File: src/rtl/vseq_pkg.sv
package vseq_pkg;

   typedef enum logic [1:0] {
      ACT_WRITE = 2'b00,
      ACT_ZERO  = 2'b01,
      ACT_SKIP  = 2'b10
   } vseq_act_e;

   localparam int unsigned NUM_OPND = 3;
   localparam int unsigned OPND_DST = 0;
   localparam int unsigned OPND_SA  = 1;
   localparam int unsigned OPND_SB  = 2;

endpackage

File: src/rtl/vseq_mask_sel.sv
module vseq_mask_sel #(
   parameter int MAX_VL       = 64,
   parameter bit PRED_SUPPORT = 1'b1
) (
   input  logic              pred_en_i,
   input  logic [MAX_VL-1:0] pred_mask_i,
   output logic [MAX_VL-1:0] eff_mask_o
);

   generate
      if (PRED_SUPPORT) begin : g_pred
         assign eff_mask_o = pred_en_i ? pred_mask_i : {MAX_VL{1'b1}};
      end else begin : g_nopred
         logic unused_pred;
         assign unused_pred = pred_en_i ^ (^pred_mask_i);
         assign eff_mask_o  = {MAX_VL{1'b1}};
      end
   endgenerate

endmodule

File: src/rtl/vseq_opnd_idx.sv
module vseq_opnd_idx #(
   parameter int REG_W = 7,
   parameter int IDX_W = 6
) (
   input  logic [REG_W-1:0] base_i,
   input  logic             vec_i,
   input  logic [IDX_W-1:0] elem_i,
   output logic [REG_W-1:0] reg_o
);

   logic [REG_W-1:0] offset;

   always_comb begin
      offset = '0;
      if (vec_i) offset = REG_W'(elem_i);
      reg_o = base_i + offset;
   end

endmodule

File: src/rtl/vseq_ctrl.sv
module vseq_ctrl #(
   parameter  int MAX_VL = 64,
   localparam int IDX_W  = $clog2(MAX_VL),
   localparam int VL_W   = IDX_W + 1
) (
   input  logic             clk,
   input  logic             rst_n,
   input  logic             start_i,
   input  logic [VL_W-1:0]  vl_i,
   input  logic             accept_i,
   input  logic             active_i,
   input  logic             dst_vec_i,
   input  logic             ffirst_i,
   input  logic             test_fail_i,
   output logic             running_o,
   output logic [IDX_W-1:0] idx_o,
   output logic             done_o,
   output logic [VL_W-1:0]  final_vl_o
);

   logic             running_q;
   logic [IDX_W-1:0] idx_q;
   logic [VL_W-1:0]  vl_q;
   logic             done_q;
   logic [VL_W-1:0]  fvl_q;

   logic last_elem;
   logic ff_stop;
   logic scalar_stop;

   assign last_elem   = ({1'b0, idx_q} + VL_W'(1)) == vl_q;
   assign ff_stop     = ffirst_i && active_i && test_fail_i;
   assign scalar_stop = !dst_vec_i && active_i;

   always_ff @(posedge clk) begin
      if (!rst_n) begin
         running_q <= 1'b0;
         idx_q     <= '0;
         vl_q      <= '0;
         done_q    <= 1'b0;
         fvl_q     <= '0;
      end else begin
         done_q <= 1'b0;
         if (!running_q) begin
            if (start_i) begin
               idx_q <= '0;
               vl_q  <= vl_i;
               if (vl_i == '0) begin
                  done_q <= 1'b1;
                  fvl_q  <= '0;
               end else begin
                  running_q <= 1'b1;
               end
            end
         end else if (accept_i) begin
            if (ff_stop) begin
               running_q <= 1'b0;
               done_q    <= 1'b1;
               fvl_q     <= {1'b0, idx_q};
            end else if (scalar_stop || last_elem) begin
               running_q <= 1'b0;
               done_q    <= 1'b1;
               fvl_q     <= vl_q;
            end else begin
               idx_q <= idx_q + 1'b1;
            end
         end
      end
   end

   assign running_o  = running_q;
   assign idx_o      = idx_q;
   assign done_o     = done_q;
   assign final_vl_o = fvl_q;

endmodule

File: src/rtl/vec_elem_seq.sv
module vec_elem_seq
   import vseq_pkg::*;
#(
   parameter  int MAX_VL       = 64,
   parameter  int REG_W        = 7,
   parameter  bit PRED_SUPPORT = 1'b1,
   localparam int IDX_W        = $clog2(MAX_VL),
   localparam int VL_W         = IDX_W + 1
) (
   input  logic              clk,
   input  logic              rst_n,
   input  logic              start_i,
   input  logic [VL_W-1:0]   vl_i,
   input  logic [REG_W-1:0]  dst_reg_i,
   input  logic              dst_vec_i,
   input  logic [REG_W-1:0]  srca_reg_i,
   input  logic              srca_vec_i,
   input  logic [REG_W-1:0]  srcb_reg_i,
   input  logic              srcb_vec_i,
   input  logic              pred_en_i,
   input  logic [MAX_VL-1:0] pred_mask_i,
   input  logic              zero_i,
   input  logic              ffirst_i,
   output logic              uop_valid_o,
   input  logic              uop_ready_i,
   output logic [IDX_W-1:0]  uop_idx_o,
   output logic [REG_W-1:0]  uop_dst_o,
   output logic [REG_W-1:0]  uop_srca_o,
   output logic [REG_W-1:0]  uop_srcb_o,
   output logic [1:0]        uop_act_o,
   input  logic              test_fail_i,
   output logic              done_o,
   output logic [VL_W-1:0]   final_vl_o
);

   generate
      if (MAX_VL < 2 || MAX_VL > 64) begin : g_bad_vl
         $error("vec_elem_seq: MAX_VL must lie in 2..64");
      end
      if (REG_W < 1 || REG_W > 16) begin : g_bad_reg
         $error("vec_elem_seq: REG_W must lie in 1..16");
      end
   endgenerate

   logic                 running;
   logic                 start_ok;
   logic [MAX_VL-1:0]    eff_mask;
   logic [MAX_VL-1:0]    mask_q;
   logic [NUM_OPND-1:0]  vec_q;
   logic [REG_W-1:0]     base_q  [NUM_OPND];
   logic [REG_W-1:0]     opnd_reg[NUM_OPND];
   logic                 zero_q;
   logic                 ff_q;
   logic                 dvec_q;
   logic                 active;
   logic                 accept;
   vseq_act_e            act;

   assign start_ok = start_i && !running;
   assign dvec_q   = vec_q[OPND_DST];

   vseq_mask_sel #(
      .MAX_VL       (MAX_VL),
      .PRED_SUPPORT (PRED_SUPPORT)
   ) u_mask (
      .pred_en_i   (pred_en_i),
      .pred_mask_i (pred_mask_i),
      .eff_mask_o  (eff_mask)
   );

   always_ff @(posedge clk) begin
      if (!rst_n) begin
         mask_q <= '0;
         vec_q  <= '0;
         zero_q <= 1'b0;
         ff_q   <= 1'b0;
         for (int k = 0; k < NUM_OPND; k++) base_q[k] <= '0;
      end else if (start_ok) begin
         mask_q         <= eff_mask;
         vec_q          <= {srcb_vec_i, srca_vec_i, dst_vec_i};
         zero_q         <= zero_i;
         ff_q           <= ffirst_i;
         base_q[OPND_DST] <= dst_reg_i;
         base_q[OPND_SA]  <= srca_reg_i;
         base_q[OPND_SB]  <= srcb_reg_i;
      end
   end

   assign active = mask_q[uop_idx_o];
   assign accept = running && uop_ready_i;

   vseq_ctrl #(
      .MAX_VL (MAX_VL)
   ) u_ctrl (
      .clk         (clk),
      .rst_n       (rst_n),
      .start_i     (start_i),
      .vl_i        (vl_i),
      .accept_i    (accept),
      .active_i    (active),
      .dst_vec_i   (dvec_q),
      .ffirst_i    (ff_q),
      .test_fail_i (test_fail_i),
      .running_o   (running),
      .idx_o       (uop_idx_o),
      .done_o      (done_o),
      .final_vl_o  (final_vl_o)
   );

   generate
      for (genvar g = 0; g < NUM_OPND; g++) begin : g_opnd
         vseq_opnd_idx #(
            .REG_W (REG_W),
            .IDX_W (IDX_W)
         ) u_idx (
            .base_i (base_q[g]),
            .vec_i  (vec_q[g]),
            .elem_i (uop_idx_o),
            .reg_o  (opnd_reg[g])
         );
      end
   endgenerate

   always_comb begin
      if (active)      act = ACT_WRITE;
      else if (zero_q) act = ACT_ZERO;
      else             act = ACT_SKIP;
   end

   assign uop_valid_o = running;
   assign uop_dst_o   = opnd_reg[OPND_DST];
   assign uop_srca_o  = opnd_reg[OPND_SA];
   assign uop_srcb_o  = opnd_reg[OPND_SB];
   assign uop_act_o   = act;

endmodule

File: config.mk
export PLATFORM = sky130hd
export DESIGN_NAME = vec_elem_seq
export DESIGN_NICKNAME = d
export VERILOG_FILES = /design/src/rtl/vseq_pkg.sv /design/src/rtl/vseq_mask_sel.sv /design/src/rtl/vseq_opnd_idx.sv /design/src/rtl/vseq_ctrl.sv /design/src/rtl/vec_elem_seq.sv
export SDC_FILE = /design/constraint.sdc
export NUM_CORES = 1
export LEC_CHECK = 0
export ABC_AREA = 1
export BUFFER_PORTS_ARGS = -buffer_cell sky130_fd_sc_hd__buf_2
export CORE_MARGIN = 8
export CORE_UTILIZATION = 58
export CTS_CLUSTER_SIZE = 12
export DETAILED_ROUTE_END_ITERATION = 8
export PLACE_DENSITY = 0.82
export SKIP_CTS_REPAIR_TIMING = 1
export SYNTH_ARGS = -nofsm -noshare
export SYNTH_HDL_FRONTEND = slang
export SYNTH_SLANG_ARGS = --single-unit
File: constraint.sdc
create_clock -name clk -period 4.5 [get_ports clk]
set_input_delay 0.225 -clock clk [delete_from_list [all_inputs] [get_ports clk]]
set_output_delay 0.225 -clock clk [all_outputs]
set_load 0.005 [all_outputs]
==> impl_results.md <==
* Time the final worst path needs with I/O delays and setup at 3100 ps
* Final core utilization at 68.6%
* Number of global-route vias before repair at 5219
* Initial antenna violation count at 0
* Number of nets with antenna violations after detailed routing at 0
* WP buf/inv at 2
* CTS clk-pin slew, worst paths at 100 ps
* CP Capture Type: primary output
* Most frequent cell after synthesis: sky130_fd_sc_hd__nand2_1
* Number of enable flip-flop cells after synthesis at 21
* Total routing resource utilization after global routing at 21.8%
* Worst slew margin relative to its limit at 21.9%
* Placeable core region at 9770 sq um
* PwrDens at 338 nW/um^2
* Peak supply drop at 185 uV
* Ys async rst share at 0%
* Max-capacitance violation count at 0
* Final routed DRC violation total at 0
* CTS sink count at 112
* Proportion of synthesized chip area in sequential cells at 42.0%
* Delay-heaviest family, CP: simple AND/OR/NAND/NOR gates
* Final net count at 1047
* Biggest cell delay along the critical path at 880 ps
* Type of element launching the critical path: flip-flop
* Number of buffers added on ports at 140
* Placer's final routability congestion estimate at 0.876
* Period Utilization, post-route at 68.8%
* Max Slew Vio Count at 0
* Clock latency on the worst-skew pair at 380 ps
* Average routed wire per standard cell at 13.9 um
* Number of iterations in the first detailed-routing pass at 5
* Effective utilization at floorplan at 59.8%
* Level count of the clock H-tree at 3
* Arrival time reported for the critical path endpoint at 2870 ps
* Cell count after synthesis at 818
* Average vias per placed instance at 5.35
* Setup TNS Final at 0 ps
* Combined area of all synthesized cells at 5850 sq um
* Global-route wire length before repair at 23.9 mm
* Root buf cell: sky130_fd_sc_hd__clkbuf_8
* Critical Path Slowest Stage Cell: sky130_fd_sc_hd__dfxtp_2
* Via count at 5674
* Proportion of netlist area held by the largest area contributor at 31.2%
* Mean area per synthesized cell at 7.15 sq um
* I/O pins at 141
* Yosys warns at 0
* Worst setup slack after layout at 1400 ps
* Post-synth cell types at 28
* Die Y-Extent at 116 um
* Die footprint at 13500 sq um
* Cell accounting for the most synthesized area: sky130_fd_sc_hd__dfxtp_1
* Buffers from clock root to sink, at most at 2
* N_diodes at 0
* TritonCTS buffer count at 9
* Worst-path cell chain: inv_2 > nand2_1 > nand3_1 > nand3_1 > nand2_1 > nand2_1 > nand3_1 > nand3_1 > nand2_2 > nor2_1 > buf_2
* Num rows at 36
* Leakage component of the power at 3.33 nW
* Share of final-layout standard cells stronger than drive strength 1 at 18.9%
* Unrepaired setup endpoints after global routing: false
* Floorplan die width at 116 um
* Most common cell on crit path: sky130_fd_sc_hd__nand3_1
* Peak clock frequency supported by timing at 323 MHz
* Post-synth net total at 943
* GR Overflow Total at 0
* Cell types with the highest counts after synthesis: 158 x sky130_fd_sc_hd__nand2_1, 145 x sky130_fd_sc_hd__nand3_1, 116 x sky130_fd_sc_hd__nor2_1, 91 x sky130_fd_sc_hd__dfxtp_1, 74 x sky130_fd_sc_hd__o21ai_0
* Hold_ws at 89.4 ps
* Worst slew pin tran at 1170 ps
* Most instantiated flip-flop cell in the synthesis netlist: sky130_fd_sc_hd__dfxtp_1
* Clock tree from TritonCTS: done
* HP Class: in -> reg
* Tot Pwr at 2.27 mW
* HPWL reported at the end of detailed placement at 10.4 mm
* Final hold viol count at 0
* Number of setup violations in the final report at 0
* Clock skew after layout at 16.5 ps
* Growth of design area from synthesis to finish at 14.7%
* Violation count after the first detailed-route iteration at 439
* Required @ worst endpoint at 4280 ps
* Number of register bits inferred by synthesis at 112
* Largest net degree at the start of global routing at 65
* Leading cell types by total area after synthesis: sky130_fd_sc_hd__dfxtp_1 31%, sky130_fd_sc_hd__nand3_1 12%, sky130_fd_sc_hd__edfxtp_1 11%
* Register area at 2450 sq um
* Worst-path maximum fanout at 42
* Outcome: complete, no violations
* Setup Crit Path Kind: reg -> out
* Drt total wl at 14.7 mm
* Placement Setup Slack at 1540 ps
* Fillers at 870
* Multi-input gate area at 2880 sq um
-- routing by layer --
metal	global-route usage, %	routed length [um]
met5	0	0
met4	7.78	260
met3	4.71	1230
met2	34.8	6880
met1	28.5	6330
-- worst paths after layout --
path                             endpoint                    startpoint  cells past startpoint  slack (ps)
max                          uop_act_o[0]  u_ctrl.idx_o[0]$_SDFFE_PN0P_                     11        1400
min                   zero_q$_SDFFE_PN0P_                        zero_i                      3          90
min reg2reg             ff_q$_SDFFE_PN0P_             ff_q$_SDFFE_PN0P_                      2         470
max reg2reg  u_ctrl.idx_o[5]$_SDFFE_PN0P_  u_ctrl.idx_o[1]$_SDFFE_PN0P_                     13        1450
-- state kept, by name, indices dropped and copies added, names as in the netlist, 3 cells and up --
signal,count
u_ctrl.final_vl_o,7
vec_q,3
base_q,21
mask_q,64
u_ctrl.vl_q,7
u_ctrl.idx_o,6
-- report_power, final --
| part | total [mW] | switching, mW | internal, mW |
|---|---|---|---|
| logic | 0.468 | 0.282 | 0.186 |
| registers | 1.20 | 0.0906 | 1.11 |
| clock network | 0.598 | 0.367 | 0.231 |
| total | 2.27 | 0.740 | 1.53 |
-- kinds of logic after synthesis --
logic type               Yosys count  share of synthesized area, %
buffers and inverters            126                          8.84
flip-flops                       112                          42.0
AND/OR/NAND/NOR                  433                          31.7
adder cells (fa/ha/maj)           22                          5.09
XOR/XNOR                          22                          3.42
AO/OA/AOI/OAI                    103                          8.97
-- per-stage QoR --
stage          area (sq um)  instances
2_1_floorplan          5850        818
6_report               6710       1060
5_1_grt                6710       1060
3_3_place_gp           6510       1044
4_1_cts                6710       1060
3_5_place_dp           6510       1044
-- cell type report --
| cell class | instances | area share (%) |
|---|---|---|
| Multi-Input combinational cell | 580 | 43.0 |
| Sequential cell | 112 | 36.6 |
| Timing Repair Buffer | 144 | 10.9 |
| Inverter | 75 | 4.20 |
| Tap cell | 133 | 2.48 |
| Clock buffer | 10 | 2.05 |
| Clock inverter | 6 | 0.821 |
-- worst register-to-register path: stages, from the launching register on --
cell	delay, ps
sky130_fd_sc_hd__dfxtp_1	1040
sky130_fd_sc_hd__inv_2	370
sky130_fd_sc_hd__nand3_1	180
sky130_fd_sc_hd__nand3_1	140
sky130_fd_sc_hd__nand2_1	110
sky130_fd_sc_hd__nand2_1	50
sky130_fd_sc_hd__nand3_1	70
sky130_fd_sc_hd__nand3_1	80
sky130_fd_sc_hd__nand2_2	190
sky130_fd_sc_hd__nand2_1	90
sky130_fd_sc_hd__nand2_1	100
sky130_fd_sc_hd__nand2_1	240
sky130_fd_sc_hd__a21oi_1	240
sky130_fd_sc_hd__nor2_1	60
-- layout by cell type, fill, tap and decap left out, types with 3 or more instances in the layout --
cell,n
sky130_fd_sc_hd__nand2_1,156
sky130_fd_sc_hd__a21oi_1,22
sky130_fd_sc_hd__a31oi_1,3
sky130_fd_sc_hd__xor2_1,16
sky130_fd_sc_hd__inv_1,70
sky130_fd_sc_hd__dfxtp_1,90
sky130_fd_sc_hd__buf_4,4
sky130_fd_sc_hd__clkbuf_8,10
sky130_fd_sc_hd__xnor2_1,5
sky130_fd_sc_hd__o22ai_1,4
sky130_fd_sc_hd__ha_1,19
sky130_fd_sc_hd__nand2_2,5
sky130_fd_sc_hd__inv_2,4
sky130_fd_sc_hd__fa_1,3
sky130_fd_sc_hd__buf_2,140
sky130_fd_sc_hd__edfxtp_1,21
sky130_fd_sc_hd__nor2_1,116
sky130_fd_sc_hd__o21ai_0,74
sky130_fd_sc_hd__inv_6,3
sky130_fd_sc_hd__nand4_1,4
sky130_fd_sc_hd__nand3_1,145
Power figures use the tool's default switching activity.
